**src/rtl/glyph_fetch_pkg.sv**
```systemverilog
package glyph_fetch_pkg;
  typedef enum logic [1:0] {
    SRC_USER  = 2'd0,
    SRC_FIXED = 2'd1,
    SRC_ICON  = 2'd2
  } glyph_src_e;
endpackage

```
**src/rtl/glyph_dot_ram.sv**
```systemverilog
module glyph_dot_ram #(
  parameter int DEPTH = 32,
  parameter int DW    = 5,
  localparam int AW   = $clog2(DEPTH)
) (
  input  logic          clk,
  input  logic          rst_n,
  input  logic          we,
  input  logic [AW-1:0] waddr,
  input  logic [DW-1:0] wdata,
  input  logic          re,
  input  logic [AW-1:0] raddr,
  output logic [DW-1:0] rq
);
  logic [DW-1:0] mem [DEPTH];

  // Write path: no reset on the array.
  always_ff @(posedge clk) begin
    if (we) mem[waddr] <= wdata;
  end

  // Registered read. When a write and a read hit the same entry on one edge,
  // the read returns the old contents.
  always_ff @(posedge clk or negedge rst_n) begin
    if (!rst_n)  rq <= '0;
    else if (re) rq <= mem[raddr];
  end
endmodule

```
**src/rtl/glyph_route.sv**
```systemverilog
module glyph_route
  import glyph_fetch_pkg::*;
#(
  parameter int CODE_W     = 8,
  parameter int ROW_W      = 3,
  parameter int USER_CHARS = 4,
  localparam int UC_AW     = $clog2(USER_CHARS),
  localparam int PAT_AW    = UC_AW + ROW_W
) (
  input  logic              fire,
  input  logic              icon,
  input  logic [CODE_W-1:0] code,
  input  logic [ROW_W-1:0]  row,
  output glyph_src_e        src,
  output logic [PAT_AW-1:0] pat_addr,
  output logic              user_re,
  output logic              icon_re,
  output logic              fixed_req
);
  logic is_user;

  always_comb begin
    is_user   = (code < CODE_W'(USER_CHARS));
    pat_addr  = {code[UC_AW-1:0], row};
    if (icon)         src = SRC_ICON;
    else if (is_user) src = SRC_USER;
    else              src = SRC_FIXED;
    user_re   = fire && (src == SRC_USER);
    icon_re   = fire && (src == SRC_ICON);
    fixed_req = fire && (src == SRC_FIXED);
  end
endmodule

```
**src/rtl/glyph_out_stage.sv**
```systemverilog
module glyph_out_stage
  import glyph_fetch_pkg::*;
#(
  parameter int DW = 5
) (
  input  logic          clk,
  input  logic          rst_n,
  input  logic          req_valid,
  output logic          req_ready,
  input  glyph_src_e    src,
  input  logic [DW-1:0] user_q,
  input  logic [DW-1:0] icon_q,
  input  logic [DW-1:0] rom_data,
  output logic          pat_valid,
  input  logic          pat_ready,
  output logic [DW-1:0] pat_data
);
  glyph_src_e    src_q;
  logic          held;
  logic [DW-1:0] hold_q;
  logic          fire;

  assign req_ready = !pat_valid || pat_ready;
  assign fire      = req_valid && req_ready;

  always_ff @(posedge clk or negedge rst_n) begin
    if (!rst_n) begin
      pat_valid <= 1'b0;
      src_q     <= SRC_USER;
      held      <= 1'b0;
      hold_q    <= '0;
    end else if (fire) begin
      pat_valid <= 1'b1;
      src_q     <= src;
      held      <= 1'b0;
    end else if (pat_valid && pat_ready) begin
      pat_valid <= 1'b0;
      held      <= 1'b0;
    end else if (pat_valid && !held) begin
      // Stalled: capture the one-shot fixed-store answer.
      held      <= 1'b1;
      hold_q    <= pat_data;
    end
  end

  always_comb begin
    unique case (src_q)
      SRC_ICON:  pat_data = icon_q;
      SRC_FIXED: pat_data = held ? hold_q : rom_data;
      default:   pat_data = user_q;
    endcase
  end

  p_reset_r1: assert property (@(posedge clk) !rst_n |=> !pat_valid);
  p_latency_r4: assert property (@(posedge clk) disable iff (!rst_n)
    (req_valid && req_ready) |=> pat_valid);
  p_hold_stable_r8: assert property (@(posedge clk) disable iff (!rst_n)
    (pat_valid && !pat_ready) |=> (pat_valid && $stable(pat_data)));
endmodule

```
**src/rtl/glyph_row_fetch.sv**
```systemverilog
module glyph_row_fetch
  import glyph_fetch_pkg::*;
#(
  parameter int CODE_W     = 8,
  parameter int ROW_W      = 3,
  parameter int DOT_W      = 5,
  parameter int USER_CHARS = 4,
  parameter int ICON_ROWS  = 8,
  localparam int PAT_AW    = $clog2(USER_CHARS) + ROW_W,
  localparam int ICON_AW   = $clog2(ICON_ROWS),
  localparam int WR_AW     = (PAT_AW > ICON_AW) ? PAT_AW : ICON_AW
) (
  input  logic              clk,
  input  logic              rst_n,
  input  logic              req_valid,
  output logic              req_ready,
  input  logic              req_icon,
  input  logic [CODE_W-1:0] req_code,
  input  logic [ROW_W-1:0]  req_row,
  output logic              pat_valid,
  input  logic              pat_ready,
  output logic [DOT_W-1:0]  pat_data,
  output logic              rom_req_valid,
  output logic [CODE_W-1:0] rom_code,
  output logic [ROW_W-1:0]  rom_row,
  input  logic [DOT_W-1:0]  rom_data,
  input  logic              wr_en,
  input  logic              wr_icon,
  input  logic [WR_AW-1:0]  wr_addr,
  input  logic [DOT_W-1:0]  wr_data
);
  localparam int PAT_DEPTH = USER_CHARS << ROW_W;

  glyph_src_e        src;
  logic [PAT_AW-1:0] pat_addr;
  logic              user_re, icon_re;
  logic [DOT_W-1:0]  user_q, icon_q;
  logic              fire;

  assign fire     = req_valid && req_ready;
  assign rom_code = req_code;
  assign rom_row  = req_row;

  glyph_route #(.CODE_W(CODE_W), .ROW_W(ROW_W), .USER_CHARS(USER_CHARS)) u_route (
    .fire(fire), .icon(req_icon), .code(req_code), .row(req_row),
    .src(src), .pat_addr(pat_addr), .user_re(user_re), .icon_re(icon_re),
    .fixed_req(rom_req_valid)
  );

  glyph_dot_ram #(.DEPTH(PAT_DEPTH), .DW(DOT_W)) u_user_ram (
    .clk(clk), .rst_n(rst_n),
    .we(wr_en && !wr_icon), .waddr(wr_addr[PAT_AW-1:0]), .wdata(wr_data),
    .re(user_re), .raddr(pat_addr), .rq(user_q)
  );

  glyph_dot_ram #(.DEPTH(ICON_ROWS), .DW(DOT_W)) u_icon_ram (
    .clk(clk), .rst_n(rst_n),
    .we(wr_en && wr_icon), .waddr(wr_addr[ICON_AW-1:0]), .wdata(wr_data),
    .re(icon_re), .raddr(req_row[ICON_AW-1:0]), .rq(icon_q)
  );

  glyph_out_stage #(.DW(DOT_W)) u_out (
    .clk(clk), .rst_n(rst_n), .req_valid(req_valid), .req_ready(req_ready),
    .src(src), .user_q(user_q), .icon_q(icon_q), .rom_data(rom_data),
    .pat_valid(pat_valid), .pat_ready(pat_ready), .pat_data(pat_data)
  );

  p_rom_only_fixed_r3: assert property (@(posedge clk) disable iff (!rst_n)
    rom_req_valid |-> (req_valid && req_ready && !req_icon &&
                       req_code >= CODE_W'(USER_CHARS)));
  p_icon_no_rom_r5: assert property (@(posedge clk) disable iff (!rst_n)
    (req_valid && req_icon) |-> !rom_req_valid);
endmodule

```
**config.mk**
```make
export PLATFORM = sky130hd
export DESIGN_NAME = glyph_row_fetch
export DESIGN_NICKNAME = d
export VERILOG_FILES = /design/src/rtl/glyph_fetch_pkg.sv /design/src/rtl/glyph_dot_ram.sv /design/src/rtl/glyph_route.sv /design/src/rtl/glyph_out_stage.sv /design/src/rtl/glyph_row_fetch.sv
export SDC_FILE = /design/constraint.sdc
export NUM_CORES = 1
export LEC_CHECK = 0
export CORE_MARGIN = 4
export CORE_UTILIZATION = 53
export DETAILED_ROUTE_END_ITERATION = 8
export PLACE_DENSITY = 0.75
export SKIP_CTS_REPAIR_TIMING = 1
export SLEW_MARGIN = 15
export SYNTH_ARGS = -nofsm -noshare
export SYNTH_HDL_FRONTEND = slang
export SYNTH_SLANG_ARGS = --single-unit
```
**constraint.sdc**
```tcl
create_clock -name clk -period 1.6 [get_ports clk]
set_input_delay 0.16 -clock clk [delete_from_list [all_inputs] [get_ports clk]]
set_output_delay 0.16 -clock clk [all_outputs]
set_load 0.05 [all_outputs]
```
* Yosys cells after proc, flatten, opt, wreduce, memory -nomap -nowiden
Memory sizes are Yosys's and may differ from the RTL's. A register that Yosys moved wholly into a read port is not among the register bits. Cells that the tools add are included.
Storage, ports and cells: memories 2, output and inout bits 19, bits in writable memories 200, input bits 33, latch bits 0, bits in registers 9, memory bits (read-only) 0
Cells by class: bitwise operators 2, multiply operators 0, divide/modulo/power cells 0, reduce and logical (&&, ||, !) cells 18, order comparisons 1, mux-type cells 13, add/sub/neg operators 0, shift operators 0, eq/ne operators 4
Memory list:
- u_user_ram.mem | depth 32, width 5, rd ports 1, clocked after Yosys merged registers in 1, wr ports 1, RTL line glyph_dot_ram.sv:15 | logic [DW-1:0] mem [DEPTH];
- u_icon_ram.mem | depth 8, width 5, rd ports 1, clocked after Yosys merged registers in 1, wr ports 1, RTL line glyph_dot_ram.sv:15
Operators with widths (count):
- two-way mux 1 bit | 10
- case mux 5 bit (2 select lines) | 1
- logical AND 1 bit | 8
- < comparator 8 x 3 -> 1 bit (second input constant) | 1
- zero test 1 bit | 5
- two-way mux 5 bit | 1
- equality test 2 x 1 -> 1 bit (second input constant) | 2
- equality test 2 bit (second input constant) | 2
- AND reduction 3 bit | 1
- nonzero test 3 bit | 1
- zero test 2 bit | 1
- two-way mux 2 bit | 1
- inverter 1 bit | 2
- nonzero test 2 bit | 1
- logical OR 1 bit | 1

* Logic depth before layout (Yosys ltp)
word-level depth 5, depth in mapped cells 7, gate-level depth less buffers 5

* Modules after synthesis
Synthesis repeated with hierarchy kept, for this count alone.
Unflattened totals: cell total of the unflattened synthesis 579, area total of the unflattened synthesis 9206.3 µm²
By module, submodules not included:
- glyph_dot_ram (u_user_ram) | instances 1, cells each 386, sequential area each 4929.7 µm², area an instance 6628.9 µm²
- glyph_dot_ram (u_icon_ram) | instances 1, cells each 105, sequential area each 1326.3 µm², area an instance 1771.7 µm²
- glyph_out_stage | instances 1, cells each 61, sequential area each 225.2 µm², area an instance 593.1 µm²
- glyph_route | instances 1, cells each 13, sequential area each 0.0 µm², area an instance 107.6 µm²
- glyph_row_fetch | instances 1, cells each 14, sequential area each 0.0 µm², area an instance 105.1 µm²

* Worst setup path before layout
Ideal clock, no wire load.
path kind reg2reg, start register u_out.pat_valid, end register u_out.src_q[0], data arrival time 2698 ps, cell stages (with the launch flop) 5, path buffers 0, setup slack -1169 ps, required time 1529 ps, library setup time 71 ps, path through dfrtp_1 > nand2b_1 > nand2_1 > nor3b_1 > a21o_1
Between the ends: longest elaborated chain between the ends 3
RTL lines:
- start, declared | RTL line glyph_out_stage.sv:14 | output logic pat_valid,
- start signal, assigned | RTL line glyph_out_stage.sv:28 | pat_valid <= 1'b0;
- start signal, assigned | RTL line glyph_out_stage.sv:33 | pat_valid <= 1'b1;
- start signal, assigned | RTL line glyph_out_stage.sv:37 | pat_valid <= 1'b0;
- zero test 1 bit | RTL line glyph_out_stage.sv:23 | assign req_ready = !pat_valid || pat_ready;
- logical OR 1 bit | RTL line glyph_out_stage.sv:23
- via req_ready | RTL line glyph_row_fetch.sv:16 | output logic req_ready,
- logical AND 1 bit | RTL line glyph_out_stage.sv:24 | assign fire = req_valid && req_ready;
- end signal, assigned | RTL line glyph_out_stage.sv:34 | src_q <= src;
- end, declared | RTL line glyph_out_stage.sv:18 | glyph_src_e src_q;
The timed path passes the listed nets, and every way through them passes these cells. A chain may end at the register's enable or synchronous reset.

* Worst setup path in the final report
start register u_out.held, end output pat_data[4]
Between the ends: longest elaborated chain between the ends 2
RTL lines:
- start, declared | RTL line glyph_out_stage.sv:19 | logic held;
- start signal, assigned | RTL line glyph_out_stage.sv:30 | held <= 1'b0;
- start signal, assigned | RTL line glyph_out_stage.sv:35 | held <= 1'b0;
- start signal, assigned | RTL line glyph_out_stage.sv:38 | held <= 1'b0;
- two-way mux 5 bit | RTL line glyph_out_stage.sv:49 | SRC_FIXED: pat_data = held ? hold_q : rom_data;
- case mux 5 bit (2 select lines) | RTL line glyph_out_stage.sv:47 | unique case (src_q)
- end, declared | RTL line glyph_row_fetch.sv:22 | output logic [DOT_W-1:0] pat_data,
No other way between the ends.

==> impl_metrics.tcl <==
set metrics [dict create \
    status "finished with violations" \
    violations "negative hold slack, negative setup slack" \
    powerDensity_nw_per_um2 1130 \
    io_buffer_count 51 \
    ys.flop_type "edfxtp_1" \
    reg2reg_slack_ps 40 \
    die_y_microns 138 \
    synth_top_family_by_area "multiplexers" \
    cts.clk_slew.worst_paths_ps 60 \
    via_per_inst 5.73 \
    drive_gt1_share_pct 27.1 \
    grt_start_max_net_pins 41 \
    start_kind "flip-flop" \
    antenna_found_initial 0 \
    synth_cells 545 \
    worstMarginPinSlew_ps 486 \
    async_flop_share_pct 8.68 \
    grt_pass1_wl_microns 31100 \
    clockBufferDepth 3 \
    finalNetCount 715 \
    synth_top_area_share_pct 66.9 \
    synthMuxAreaShare_pct 13.8 \
    gp_congestion 0.906 \
    r2r-start "u_out.held$_DFFE_PN0P_" \
    netlist-cell-type-count 32 \
    htree_levels 1 \
    postSynthAreaPerCell_sq_um 16.5 \
    postRouteAntennaNets 0 \
    finalWorstSetupSlack_ps -411 \
    cap_violations 0 \
    drc 0 \
    critPathCaptureType "output port" \
    setup_violations 6 \
    relSlewSlack_pct 67.6 \
    cts_buffers 22 \
    syn-num-nets 580 \
    slew_violations 0 \
    first_pass_iters 5 \
    fill_cells 1072 \
    rows 47 \
    multiInputGateArea_sq_um 2440 \
    fp.coreArea_sq_um 16600 \
    dp_hpwl_microns 13400 \
    cts_tree "yes" \
    stdcell_area_sq_um 11400 \
    synth-xor-area-share_pct 0 \
    reg2regPathDepth 4 \
    period_share_pct 126 \
    postLayoutCoreUtil_pct 68.9 \
    cts_sinks 219 \
    cts_root_buf "clkbuf_16" \
    drt_iter0_drc 362 \
    ios 52 \
    initial_core_util_pct 54.1 \
    r2r-end "u_out.hold_q[4]$_DFFE_PN0P_" \
    grt.total_usage_pct 20.8 \
    fp.dieW_microns 138 \
    synth_compound_area_share_pct 5.59 \
    totalWireLength_microns 20200 \
    synth-edff-count 200 \
    wl_per_cell_microns 22.1 \
    grt_pass1_vias 5279 \
    crit_start "u_out.held$_DFFE_PN0P_" \
    fmax_mhz 497 \
    ys_seq_area_share_pct 72.2 \
    synthAdderAreaFrac_pct 0.279 \
    placed_cell_area_sq_um 10600 \
    n_antenna_cell 0 \
    yosysWarnings 0 \
    timing.hold.ws_ps -10.9 \
    p_leak_nw 4.19 \
    arrival_ps 1850 \
    route.vias.total 5233 \
    rsz0062_at_grt "true" \
    yosys.area_share.simple_pct 5.00 \
    hold_path_class "primary input to async pin" \
    skew_ps 18.0 \
    synth-seq-cells 219 \
    gr-total-overflow 0 \
    die_area_sq_um 19100 \
    clk_latency_ps 510 \
    layout_min_cycle_time_ps 2010 \
    synth_top_area_cell "edfxtp_1" \
    yosys-top-cells-count "edfxtp_1, mux2i_1, nor2_1, a22oi_1, a21oi_1" \
    synthTopCellsByArea "edfxtp_1, mux2i_1, dfrtp_1, a22oi_1, mux4_2" \
    netlist_area_sq_um 8980 \
    peakVddDrop_mv 0.912 \
    path_class "flip-flop to output port" \
    area_growth_pct 27.3 \
    critical_path_required_ps 1440 \
    fin_setup_tns_ps -2070 \
    seq_area_sq_um 6480 \
    finalHoldViolCount 19 \
    crit_fanout 7 \
    synth.most_common_cell "edfxtp_1" \
]
-- flip-flops by register name, summed over array words and instances, names as in the netlist --
name and flops:
u_out.held 1, u_user_ram.rq 5, u_user_ram.mem 160, u_out.src_q 2
u_out.hold_q 5, u_out.pat_valid 1, u_icon_ram.rq 5, u_icon_ram.mem 40
-- per-layer routing --
metal  wire [microns]  track usage (%)
met4              569             6.45
met3             1200             4.07
met1             8210             27.8
met2            10200             35.0
met5                0                0
-- placed cells by master, fill, tap and decap left out, types with 6 or more instances in the layout --
| cell | instances |
|---|---|
| mux2_4 | 6 |
| inv_1 | 7 |
| buf_4 | 89 |
| dfrtp_1 | 16 |
| mux2i_1 | 89 |
| a21oi_1 | 20 |
| nand3b_1 | 6 |
| clkbuf_16 | 22 |
| edfxtp_1 | 200 |
| clkdlybuf4s50_1 | 29 |
| buf_12 | 28 |
| nor2_1 | 45 |
| nand2_1 | 15 |
| mux4_2 | 10 |
| a22oi_1 | 40 |
-- report_power, final --
group / switching (mW) / internal [mW] / total, mW
Combinational: 0.913 / 0.857 / 1.77
Sequential: 0.0966 / 6.39 / 6.49
Clock: 2.01 / 2.68 / 4.69
-- kinds of logic after synthesis --
logic type,Yosys count
DFF,219
muxes,110
and+or+nand+nor,94
AOI/OAI and AO/OA,76
buffers and inverters,44
adders and majority gates,2
-- worst max path at each step --
stage	end	slack [ps]	cells after the start
final	pat_data[4]	-410	4
after global routing	pat_data[4]	-460	4
after CTS	pat_data[0]	-490	4
after detailed placement	u_user_ram.rq[0]$_DFFE_PN0P_	-590	7
after global placement	u_user_ram.rq[4]$_DFFE_PN0P_	-450	7
after floorplan	u_out.hold_q[0]$_DFFE_PN0P_	-2	3
-- critical path, cell delays in order, from the launching register on --
cell and delay, ps:
dfrtp_2 440, mux2_2 380, a221oi_4 290, a21oi_4 70, buf_12 160
-- stage by stage --
stage / power, mW / setup slack, ps / instances
2_1_floorplan: 7.61 / -2.19 / 545
3_3_place_gp: 8.24 / -447 / 864
3_5_place_dp: 8.30 / -591 / 864
4_1_cts: 13.0 / -491 / 901
5_1_grt: 13.4 / -465 / 913
6_report: 12.9 / -411 / 913
-- area by class of cell --
cell class / instances / area share [%]
clock inverter: 11 / 0.810
clock buffer: 26 / 4.95
inverter: 7 / 0.230
multi-input combinational: 282 / 21.3
tap: 220 / 2.41
sequential: 219 / 56.7
timing repair buffer: 148 / 13.5
No activity file was read; power rests on OpenSTA's default activity.
